===== src/rtl/atx_pkg.sv =====
package atx_pkg;
    localparam int SAMPLE_W = 16;
    localparam int SLOT_W   = 5;

    typedef enum logic [1:0] {
        ALIGN_I2S   = 2'd0,
        ALIGN_LEFT  = 2'd1,
        ALIGN_RIGHT = 2'd2,
        ALIGN_ALT   = 2'd3
    } align_e;
endpackage


===== src/rtl/atx_bclk_div.sv =====
module atx_bclk_div #(
    parameter int DIV_W = 8
) (
    input  logic             clk,
    input  logic             rst_n,
    input  logic [DIV_W-1:0] half,
    output logic             bclk,
    output logic             fall_tick
);
    typedef struct packed {
        logic [DIV_W-1:0] cnt;
        logic             bclk;
    } div_t;

    div_t q, d;
    logic term;

    always_comb begin
        d    = q;
        term = (q.cnt >= half);
        if (term) begin
            d.cnt  = '0;
            d.bclk = ~q.bclk;
        end else begin
            d.cnt = q.cnt + 1'b1;
        end
    end

    always_ff @(posedge clk) begin
        if (!rst_n) q <= '0;
        else        q <= d;
    end

    assign bclk      = q.bclk;
    assign fall_tick = term & q.bclk;


    fall_only_from_high_chk: assert property (@(posedge clk) disable iff (!rst_n)
        fall_tick |=> !bclk);
endmodule


===== src/rtl/atx_bit_pick.sv =====
module atx_bit_pick #(
    parameter int SAMPLE_W = 16,
    parameter int SLOT_W   = 5
) (
    input  logic [SAMPLE_W-1:0] word,
    input  logic [SLOT_W-1:0]   pos,
    input  logic [SLOT_W-1:0]   last,
    input  atx_pkg::align_e     align,
    input  logic                sext,
    output logic                bit_o
);
    int p;
    int k;
    logic [SAMPLE_W-1:0] sh;

    always_comb begin
        p     = int'(pos);
        k     = int'(last) - p;
        sh    = '0;
        bit_o = 1'b0;
        unique case (align)
            atx_pkg::ALIGN_LEFT: begin
                if (p < SAMPLE_W) begin
                    sh    = word >> (SAMPLE_W - 1 - p);
                    bit_o = sh[0];
                end
            end
            atx_pkg::ALIGN_RIGHT: begin
                if (k >= 0 && k < SAMPLE_W) begin
                    sh    = word >> k;
                    bit_o = sh[0];
                end else begin
                    bit_o = sext & word[SAMPLE_W-1];
                end
            end
            default: begin
                if (p >= 1 && p <= SAMPLE_W) begin
                    sh    = word >> (SAMPLE_W - p);
                    bit_o = sh[0];
                end
            end
        endcase
    end
endmodule


===== src/rtl/audio_ser_tx.sv =====
module audio_ser_tx #(
    parameter int DIV_W    = 8,
    parameter int SAMPLE_W = atx_pkg::SAMPLE_W,
    parameter int SLOT_W   = atx_pkg::SLOT_W
) (
    input  logic                clk,
    input  logic                rst_n,
    input  logic [DIV_W-1:0]    cfg_half,
    input  logic [1:0]          cfg_align,
    input  logic [SLOT_W-1:0]   cfg_slot,
    input  logic                cfg_sext,
    input  logic [1:0]          cfg_chmode,
    input  logic                in_valid,
    input  logic [SAMPLE_W-1:0] in_left,
    input  logic [SAMPLE_W-1:0] in_right,
    output logic                in_ready,
    output logic                ser_bclk,
    output logic                ser_ws,
    output logic                ser_sd,
    output logic                underrun,
    output logic                cfg_err
);
    import atx_pkg::*;

    localparam logic [SLOT_W-1:0] RJ_MIN_LAST = SLOT_W'(SAMPLE_W + 1);

    typedef struct packed {
        logic                ch;
        logic                first;
        logic [SLOT_W-1:0]   pos;
        logic [SLOT_W-1:0]   slot_last;
        align_e              align;
        logic                sext;
        logic [1:0]          mode;
        logic [SAMPLE_W-1:0] cur_l;
        logic [SAMPLE_W-1:0] cur_r;
        logic [SAMPLE_W-1:0] hold_l;
        logic [SAMPLE_W-1:0] hold_r;
        logic                hold_full;
        logic                ws;
        logic                underrun;
        logic                err;
    } tx_t;

    tx_t  q, d;
    logic sd_q, sd_d;
    logic fall_tick;
    logic pick_bit;
    logic slot_end;
    logic accept;
    logic [SAMPLE_W-1:0] slot_word;

    atx_bclk_div #(.DIV_W(DIV_W)) i_div (
        .clk       (clk),
        .rst_n     (rst_n),
        .half      (cfg_half),
        .bclk      (ser_bclk),
        .fall_tick (fall_tick)
    );

    always_comb begin
        d        = q;
        accept   = in_valid & ~q.hold_full;
        slot_end = q.first || (q.pos == q.slot_last);
        if (fall_tick) begin
            if (slot_end) begin
                d.pos   = '0;
                d.ch    = q.first ? 1'b0 : ~q.ch;
                d.first = 1'b0;
                d.mode  = cfg_chmode;
                if (!d.ch) begin
                    d.align = align_e'(cfg_align);
                    d.sext  = cfg_sext;
                    if (align_e'(cfg_align) == ALIGN_RIGHT && cfg_slot < RJ_MIN_LAST) begin
                        d.slot_last = RJ_MIN_LAST;
                        d.err       = 1'b1;
                    end else begin
                        d.slot_last = cfg_slot;
                        d.err       = 1'b0;
                    end
                    if (q.hold_full) begin
                        d.cur_l     = q.hold_l;
                        d.cur_r     = q.hold_r;
                        d.hold_full = 1'b0;
                    end else begin
                        d.cur_l    = '0;
                        d.cur_r    = '0;
                        d.underrun = 1'b1;
                    end
                end
            end else begin
                d.pos = q.pos + 1'b1;
            end
            d.ws = d.ch;
        end
        if (accept) begin
            d.hold_l    = in_left;
            d.hold_r    = in_right;
            d.hold_full = 1'b1;
        end
    end

    always_comb begin
        if (d.ch) slot_word = d.mode[1] ? '0 : d.cur_r;
        else      slot_word = d.mode[0] ? '0 : d.cur_l;
    end

    atx_bit_pick #(.SAMPLE_W(SAMPLE_W), .SLOT_W(SLOT_W)) i_pick (
        .word  (slot_word),
        .pos   (d.pos),
        .last  (d.slot_last),
        .align (d.align),
        .sext  (d.sext),
        .bit_o (pick_bit)
    );

    always_comb sd_d = fall_tick ? pick_bit : sd_q;

    always_ff @(posedge clk) begin
        if (!rst_n) begin
            q       <= '0;
            q.ch    <= 1'b1;
            q.first <= 1'b1;
            sd_q    <= 1'b0;
        end else begin
            q    <= d;
            sd_q <= sd_d;
        end
    end

    assign in_ready = ~q.hold_full;
    assign ser_ws   = q.ws;
    assign ser_sd   = sd_q;
    assign underrun = q.underrun;
    assign cfg_err  = q.err;


    ws_on_fall_chk: assert property (@(posedge clk) disable iff (!rst_n)
        (ser_ws != $past(ser_ws)) |-> ($past(ser_bclk) && !ser_bclk));

    sd_on_fall_chk: assert property (@(posedge clk) disable iff (!rst_n)
        (ser_sd != $past(ser_sd)) |-> ($past(ser_bclk) && !ser_bclk));

    pos_in_slot_chk: assert property (@(posedge clk) disable iff (!rst_n)
        q.pos <= q.slot_last);

    err_right_only_chk: assert property (@(posedge clk) disable iff (!rst_n)
        cfg_err |-> (q.align == ALIGN_RIGHT && q.slot_last == RJ_MIN_LAST));

    hold_kept_chk: assert property (@(posedge clk) disable iff (!rst_n)
        (q.hold_full && !fall_tick) |=> (q.hold_full && $stable(q.hold_l) && $stable(q.hold_r)));

    underrun_sticky_chk: assert property (@(posedge clk) disable iff (!rst_n)
        underrun |=> underrun);
endmodule


===== config.mk =====
export PLATFORM = sky130hd
export DESIGN_NAME = audio_ser_tx
export DESIGN_NICKNAME = d
export VERILOG_FILES = /design/src/rtl/atx_pkg.sv /design/src/rtl/atx_bclk_div.sv /design/src/rtl/atx_bit_pick.sv /design/src/rtl/audio_ser_tx.sv
export SDC_FILE = /design/constraint.sdc
export NUM_CORES = 1
export LEC_CHECK = 0
export BUFFER_PORTS_ARGS = -buffer_cell sky130_fd_sc_hd__clkbuf_2
export CAP_MARGIN = 5
export CORE_UTILIZATION = 40
export CTS_BUF_LIST = sky130_fd_sc_hd__clkbuf_2
export DETAILED_ROUTE_END_ITERATION = 12
export PLACE_DENSITY = 0.61
export SKIP_LAST_GASP = 1
export SYNTH_ARGS = -nofsm -noshare
export SYNTH_HDL_FRONTEND = slang
export SYNTH_HIERARCHICAL = 1
export SYNTH_SLANG_ARGS = --single-unit

===== constraint.sdc =====
create_clock -name clk -period 5.17 [get_ports clk]
set_input_delay 0.2585 -clock clk [delete_from_list [all_inputs] [get_ports clk]]
set_output_delay 0.2585 -clock clk [all_outputs]
set_load 0.03 [all_outputs]

==> out/results.txt, run 1 <==
Syn. warnings: 6
Synth Area in Adders: 5.26%
Die Wd: 115 um
dpl ws: 0.246 ns
vias: 4238
Synth Area in XOR/XNOR: 2.73%
unrepaired setup endpoints after global routing: no
Synth Area in Compound Gates: 14.6%
Rel. slew slack: 31.0%
total iterations of the first detailed-routing run: 4
Syn-to-layout area delta: 19.0%
ys flop type: dfxtp_1
Pleak: 2.47 nW
crit path DAT: 5.28 ns
Net Count, Synth: 645
status: finished clean
Worst setup SP type: flop
TritonCTS buffer count: 9
Worst-Margin Slew: 1.03 ns
Min-Delay Path Class: in2reg
Diodes inserted: 0
Routed Antenna Nets: 0
Starting Density: 40.9%
First DRT Iteration DRCs: 216
Final min period: 4.86 ns
largest family of logic cells by synthesized area: simple AND/OR/NAND/NOR gates
GRT overflow: 0
Post-Synth Simple-Gate Area: 21.2%
Fmax achieved: 206 MHz
number of remaining DRC errors: 0
I/O Pins: 59
Post-Route Setup TNS: 0 ns
clock skew after layout: 0.0299 ns
commonest non-fill, non-tap cell in the layout: dfxtp_1
share of cells above drive strength 1: 18.1%
DP HPWL: 8.20 mm
pin count of the biggest net entering global routing: 76
Die H: 115 um
Max Slew Vio Count: 0
Longest Clk Path Bufs: 2
clock latency on the worst-skew pair: 0.55 ns
Layout Utilization: 48.7%
Die Area: 13300 um^2
vias in the first global route: 4228
CTS clk-pin slew, worst paths: 0.26 ns
Setup crit end kind: flop
Mapped Area: 5140 um^2
Critical Path Fanout Max: 34
post-synthesis async set-or-reset flop share: 0%
via/cell ratio: 5.07
mux share of post-synthesis cell area: 14.4%
core box area: 12600 um^2
CTS tree: done
post-synth cell types: 60
final worst-path cycle share: 94.1%
most frequent cells in the layout: 95 x dfxtp_1, 87 x nand2_1, 69 x clkbuf_2
dpl cells: 779
Final Non-Filler Cells: 836
hold slack: 0.0497 ns
final wirelength: 11.4 mm
H-tree lvl count: 3
Worst VDD drop: 0.174 mV
Final Instance Area: 6110 um^2
mean routed wirelength per cell: 13.6 um
number of port buffers: 58
Root Buffer: clkbuf_2
antenna violations before repair: 0
final net count: 733
Worst EP required: 5.59 ns
Final setup violation count: 0
sequential area share after synthesis: 37.0%
post-synthesis instance total: 571
first-pass GRT wire length: 19.3 mm
Final Wtd Congestion: 0.865
Syn Area/Cell: 9.00 um^2
total global-route track usage: 18.3%
Worst Path Class, Setup: reg2reg
Final Hold Viols: 0
post-route setup slack: 0.307 ns
row cnt: 41
area post-placement: 5570 um^2
power per cell area: 216 nW/um^2
post-synthesis register bit count: 95
Max Cap Viol: 0
Post-synth EDFFs: 0
TritonCTS Sinks: 95
Power Total: 1.32 mW
routing by layer:
layer	track usage, %	wire, um
met1	23.3	5420
met4	4.94	131
met3	3.53	382
met2	31.6	5470
met5	0	0
cell families (layout without fill, tap and decap cells):
kind of cell,after synthesis,after routing
AND/OR/NAND/NOR,226,226
AO/OA/AOI/OAI,103,103
flip-flops,95,95
buffers and inverters,56,149
multiplexers,54,54
adder cells (fa/ha/maj),21,21
XOR/XNOR,16,16
where the power goes:
part / internal [mW] / leakage (nW) / switching (mW) / total [mW]
logic: 0.0687 / 1.61 / 0.0730 / 0.142
registers: 0.755 / 0.771 / 0.0162 / 0.771
clock network: 0.165 / 0.0842 / 0.246 / 0.411
total: 0.989 / 2.47 / 0.335 / 1.32
cell type report:
type	count	area, um^2
clock buffers	11	55.1
well taps	172	215
inverters	26	97.6
multi-input cells	420	2990
clock inverters	5	81.3
flip-flops and latches	95	1900
fillers	1210	6450
repair buffers	107	772
Yosys cell counts, types with 3 or more instances:
| cell type | instances | share of area, % |
|---|---|---|
| o22ai_2 | 10 | 2.4 |
| mux2_2 | 4 | 0.88 |
| mux4_2 | 5 | 2.2 |
| buf_1 | 3 | 0.22 |
| buf_6 | 4 | 0.88 |
| xnor2_1 | 6 | 1.0 |
| o21a_1 | 3 | 0.44 |
| nand3_1 | 11 | 1.1 |
| dfxtp_1 | 95 | 37 |
| ha_1 | 20 | 4.9 |
| nor2b_1 | 7 | 0.85 |
| xor2_1 | 10 | 1.7 |
| clkbuf_1 | 19 | 1.4 |
| mux4_1 | 8 | 4.1 |
| and2_1 | 35 | 4.3 |
| nand2_1 | 87 | 6.4 |
| nor3_1 | 6 | 0.58 |
| nor2_1 | 58 | 4.2 |
| nand3b_1 | 3 | 0.44 |
| a21oi_1 | 48 | 4.7 |
| mux2i_1 | 37 | 7.2 |
| o22ai_1 | 6 | 0.73 |
| inv_1 | 26 | 1.9 |
| o21ai_0 | 12 | 1.2 |
worst max-delay path, stage by stage (launching register included):
cell	delay [ns]
dfxtp_1	0.40
ha_1	0.31
and4_1	0.25
o21ai_0	0.15
o21a_1	0.21
nor2_1	0.14
inv_1	0.08
nor3_1	0.30
a32o_2	0.31
buf_4	0.15
buf_12	0.24
mux2i_1	0.38
o22ai_2	0.15
mux4_1	0.53
mux4_2	0.46
a22o_1	0.21
a221o_1	0.25
mux2i_1	0.14
nor2_1	0.06
flip-flops by register name (all words and copies together) (netlist names):
| signal | count |
|---|---|
| cfg_err | 1 |
| i_div/bclk | 1 |
| i_div/q | 8 |
| q | 82 |
| ser_sd | 1 |
| ser_ws | 1 |
| underrun | 1 |
path summary, 6_finish.rpt:
| path | start | end | slack [ns] | cells past startpoint |
|---|---|---|---|---|
| worst min register to register | q[24] | q[24] | 0.47 | 2 |
| worst max register to register | i_div/q[6] | ser_sd | 0.31 | 18 |
| worst max-delay path | i_div/q[6] | ser_sd | 0.31 | 18 |
| worst min-delay path | cfg_align[1] | cfg_err | 0.05 | 3 |
repair_timing:
action / CTS / global route
setup endpoints to repair: 0 / 1
buffers inserted: 0 / 2
resized for setup: 0 / 1
hold endpoints to repair: 39 / 0
hold buffers: 39 / 0
Note: power is estimated with default switching activity, not from simulation.
==> inputs of run 2 (changes only) <==
--- a/config.mk
+++ b/config.mk
@@ -9,6 +9,8 @@
 export CAP_MARGIN = 5
-export CORE_UTILIZATION = 40
+export CELL_PAD_IN_SITES_DETAIL_PLACEMENT = 1
+export CELL_PAD_IN_SITES_GLOBAL_PLACEMENT = 1
+export CORE_UTILIZATION = 45
 export CTS_BUF_LIST = sky130_fd_sc_hd__clkbuf_2
 export DETAILED_ROUTE_END_ITERATION = 12
-export PLACE_DENSITY = 0.61
+export PLACE_DENSITY = 0.83
 export SKIP_LAST_GASP = 1
==> constraint.sdc (replaced) <==
create_clock -name clk -period 5.17 [get_ports clk]
set_input_delay 0.7755 -clock clk [delete_from_list [all_inputs] [get_ports clk]]
set_output_delay 0.7755 -clock clk [all_outputs]
set_load 0.03 [all_outputs]
==> out/results.txt, run 2 (synthesis gave the netlist of run 1 again) <==
clock skew after layout: 0.0314 ns (was 0.0299 ns)
unrepaired setup endpoints after global routing: no (unchanged)
dpl ws: -0.134 ns (was 0.246 ns)
number of remaining DRC errors: 0 (unchanged)
antenna violations before repair: 0 (unchanged)
final worst-path cycle share: 93.3% (was 94.1%)
number of port buffers: 58 (unchanged)
Worst VDD drop: 0.115 mV (was 0.174 mV)
pin count of the biggest net entering global routing: 51 (was 76)
Final setup violation count: 0 (unchanged)
Longest Clk Path Bufs: 2 (unchanged)
Routed Antenna Nets: 0 (unchanged)
post_cts resized: 0 (unchanged)
DP HPWL: 9.77 mm (was 8.20 mm)
Worst setup SP type: flop (unchanged)
power per cell area: 222 nW/um^2 (was 216 nW/um^2)
final net count: 696 (was 733)
first-pass GRT wire length: 21.3 mm (was 19.3 mm)
First DRT Iteration DRCs: 162 (was 216)
crit path DAT: 5.35 ns (was 5.28 ns)
top flop regs: q x82, i_div/q x8 (unchanged)
Worst-Margin Slew: 1.02 ns (was 1.03 ns)
share of cells above drive strength 1: 19.3% (was 18.1%)
status: finished clean (unchanged)
via/cell ratio: 5.54 (was 5.07)
Die Area: 11900 um^2 (was 13300 um^2)
Reg with most FFs: q (unchanged)
CP top delay family: compound AO/OA/AOI/OAI gates (was multiplexers)
final wirelength: 12.9 mm (was 11.4 mm)
most frequent cells in the layout: 95 x dfxtp_1, 87 x nand2_1, 67 x clkbuf_2 (was 95 x dfxtp_1, 87 x nand2_1, 69 x clkbuf_2)
Worst EP required: 5.69 ns (was 5.59 ns)
row cnt: 38 (was 41)
Syn-to-layout area delta: 10.5% (was 19.0%)
Setup Buffers After CTS: 0 (unchanged)
vias in the first global route: 4523 (was 4228)
CTS clk-pin slew, worst paths: 0.27 ns (was 0.26 ns)
Min-Delay Path Class: in2reg (unchanged)
worst path buffer plus inverter count: 3 (unchanged)
Root Buffer: clkbuf_2 (unchanged)
Worst Path Class, Setup: reg2reg (unchanged)
I/O Pins: 59 (unchanged)
GRT overflow: 0 (unchanged)
CTS tree: done (unchanged)
Final min period: 4.82 ns (was 4.86 ns)
CP Cell Sequence: ha_1, and4_1, o21ai_0, o21a_1, nor2_1, inv_1, nor3_1, a32o_2, nand2_1, o22a_1, inv_1, ha_1, inv_1, fa_1, mux4_2, mux2i_1, mux2i_1, a221o_1, mux2i_1, nor2_1 (was ha_1, and4_1, o21ai_0, o21a_1, nor2_1, inv_1, nor3_1, a32o_2, buf_4, buf_12, mux2i_1, o22ai_2, mux4_1, mux4_2, a22o_1, a221o_1, mux2i_1, nor2_1)
Fmax achieved: 207 MHz (was 206 MHz)
Diodes inserted: 0 (unchanged)
Starting Density: 46.8% (was 40.9%)
Final Hold Viols: 0 (unchanged)
CP max-delay cell: fa_1 (was mux4_1)
post-route setup slack: 0.346 ns (was 0.307 ns)
TritonCTS buffer count: 9 (unchanged)
clock latency on the worst-skew pair: 0.61 ns (was 0.55 ns)
total iterations of the first detailed-routing run: 4 (unchanged)
TritonCTS Sinks: 95 (unchanged)
Final Wtd Congestion: 0.921 (was 0.865)
flip-flop count of the largest register after layout: 82 (unchanged)
Die H: 109 um (was 115 um)
Critical Path Fanout Max: 4 (was 34)
Pleak: 2.30 nW (was 2.47 nW)
Setup crit end kind: flop (unchanged)
Post-Route Setup TNS: 0 ns (unchanged)
Hold-fix buffers, CTS: 0 (was 39)
H-tree lvl count: 3 (unchanged)
Die Wd: 109 um (was 115 um)
Max Slew Vio Count: 0 (unchanged)
mean routed wirelength per cell: 16.8 um (was 13.6 um)
Rel. slew slack: 31.7% (was 31.0%)
commonest non-fill, non-tap cell in the layout: dfxtp_1 (unchanged)
total global-route track usage: 23.3% (was 18.3%)
vias: 4253 (was 4238)
Layout Utilization: 51.7% (was 48.7%)
core box area: 11000 um^2 (was 12600 um^2)
CP peak stage delay: 0.66 ns (was 0.53 ns)
Max Cap Viol: 0 (unchanged)
==> run 2: where the power goes <==
part	internal (mW)	switching, mW	total (mW)
Combinational	0.0502	0.0719	0.122
Clock	0.108	0.262	0.370
Sequential	0.755	0.0160	0.771
==> run 2: path summary, 6_finish.rpt <==
| kind | slack [ns] | start | end | cells after the start |
|---|---|---|---|---|
| max | 0.35 | i_div/q[6] | ser_sd | 20 |
| min | 0.33 | in_left[8] | q[28] | 3 |
| max reg2reg | 0.35 | i_div/q[6] | ser_sd | 20 |
| min reg2reg | 0.47 | q[22] | q[22] | 2 |
==> run 2: per-stage QoR <==
| step | hold WS [ns] | instance area (um^2) | total power, mW | cells |
|---|---|---|---|---|
| CTS | 0.302 | 5680 | 1.28 | 767 |
| global placement | 0.440 | 5570 | 0.900 | 751 |
| finish | 0.331 | 5680 | 1.26 | 767 |
| detailed placement | 0.445 | 5570 | 0.909 | 751 |
| global route | 0.292 | 5680 | 1.33 | 767 |
| floorplan | 0.430 | 5140 | 0.859 | 571 |
==> run 2: layer usage <==
layer  wire (um)  up-vias  part of all wire (%)  GRT usage (%)
met5           0        -                     0              0
met4         248        0                   1.9           8.30
met3         331       18                   2.6           4.12
met2        6330       67                    49           40.8
met1        5940     2080                    46           28.5
li1            -     2088                     -              -
==> run 2: tightest hold or removal path: stages <==
cell	delay, ns
clkbuf_2	0.08
nand2_1	0.04
a21oi_1	0.05
==> run 2: final cells by class <==
cell class | instances | area [um^2]
fill | 1335 | 5300
inverter | 26 | 97.6
tap | 140 | 175
clock inverter | 7 | 63.8
timing repair buffer | 70 | 405
multi-input combinational | 420 | 2990
clock buffer | 9 | 45.0
sequential | 95 | 1900
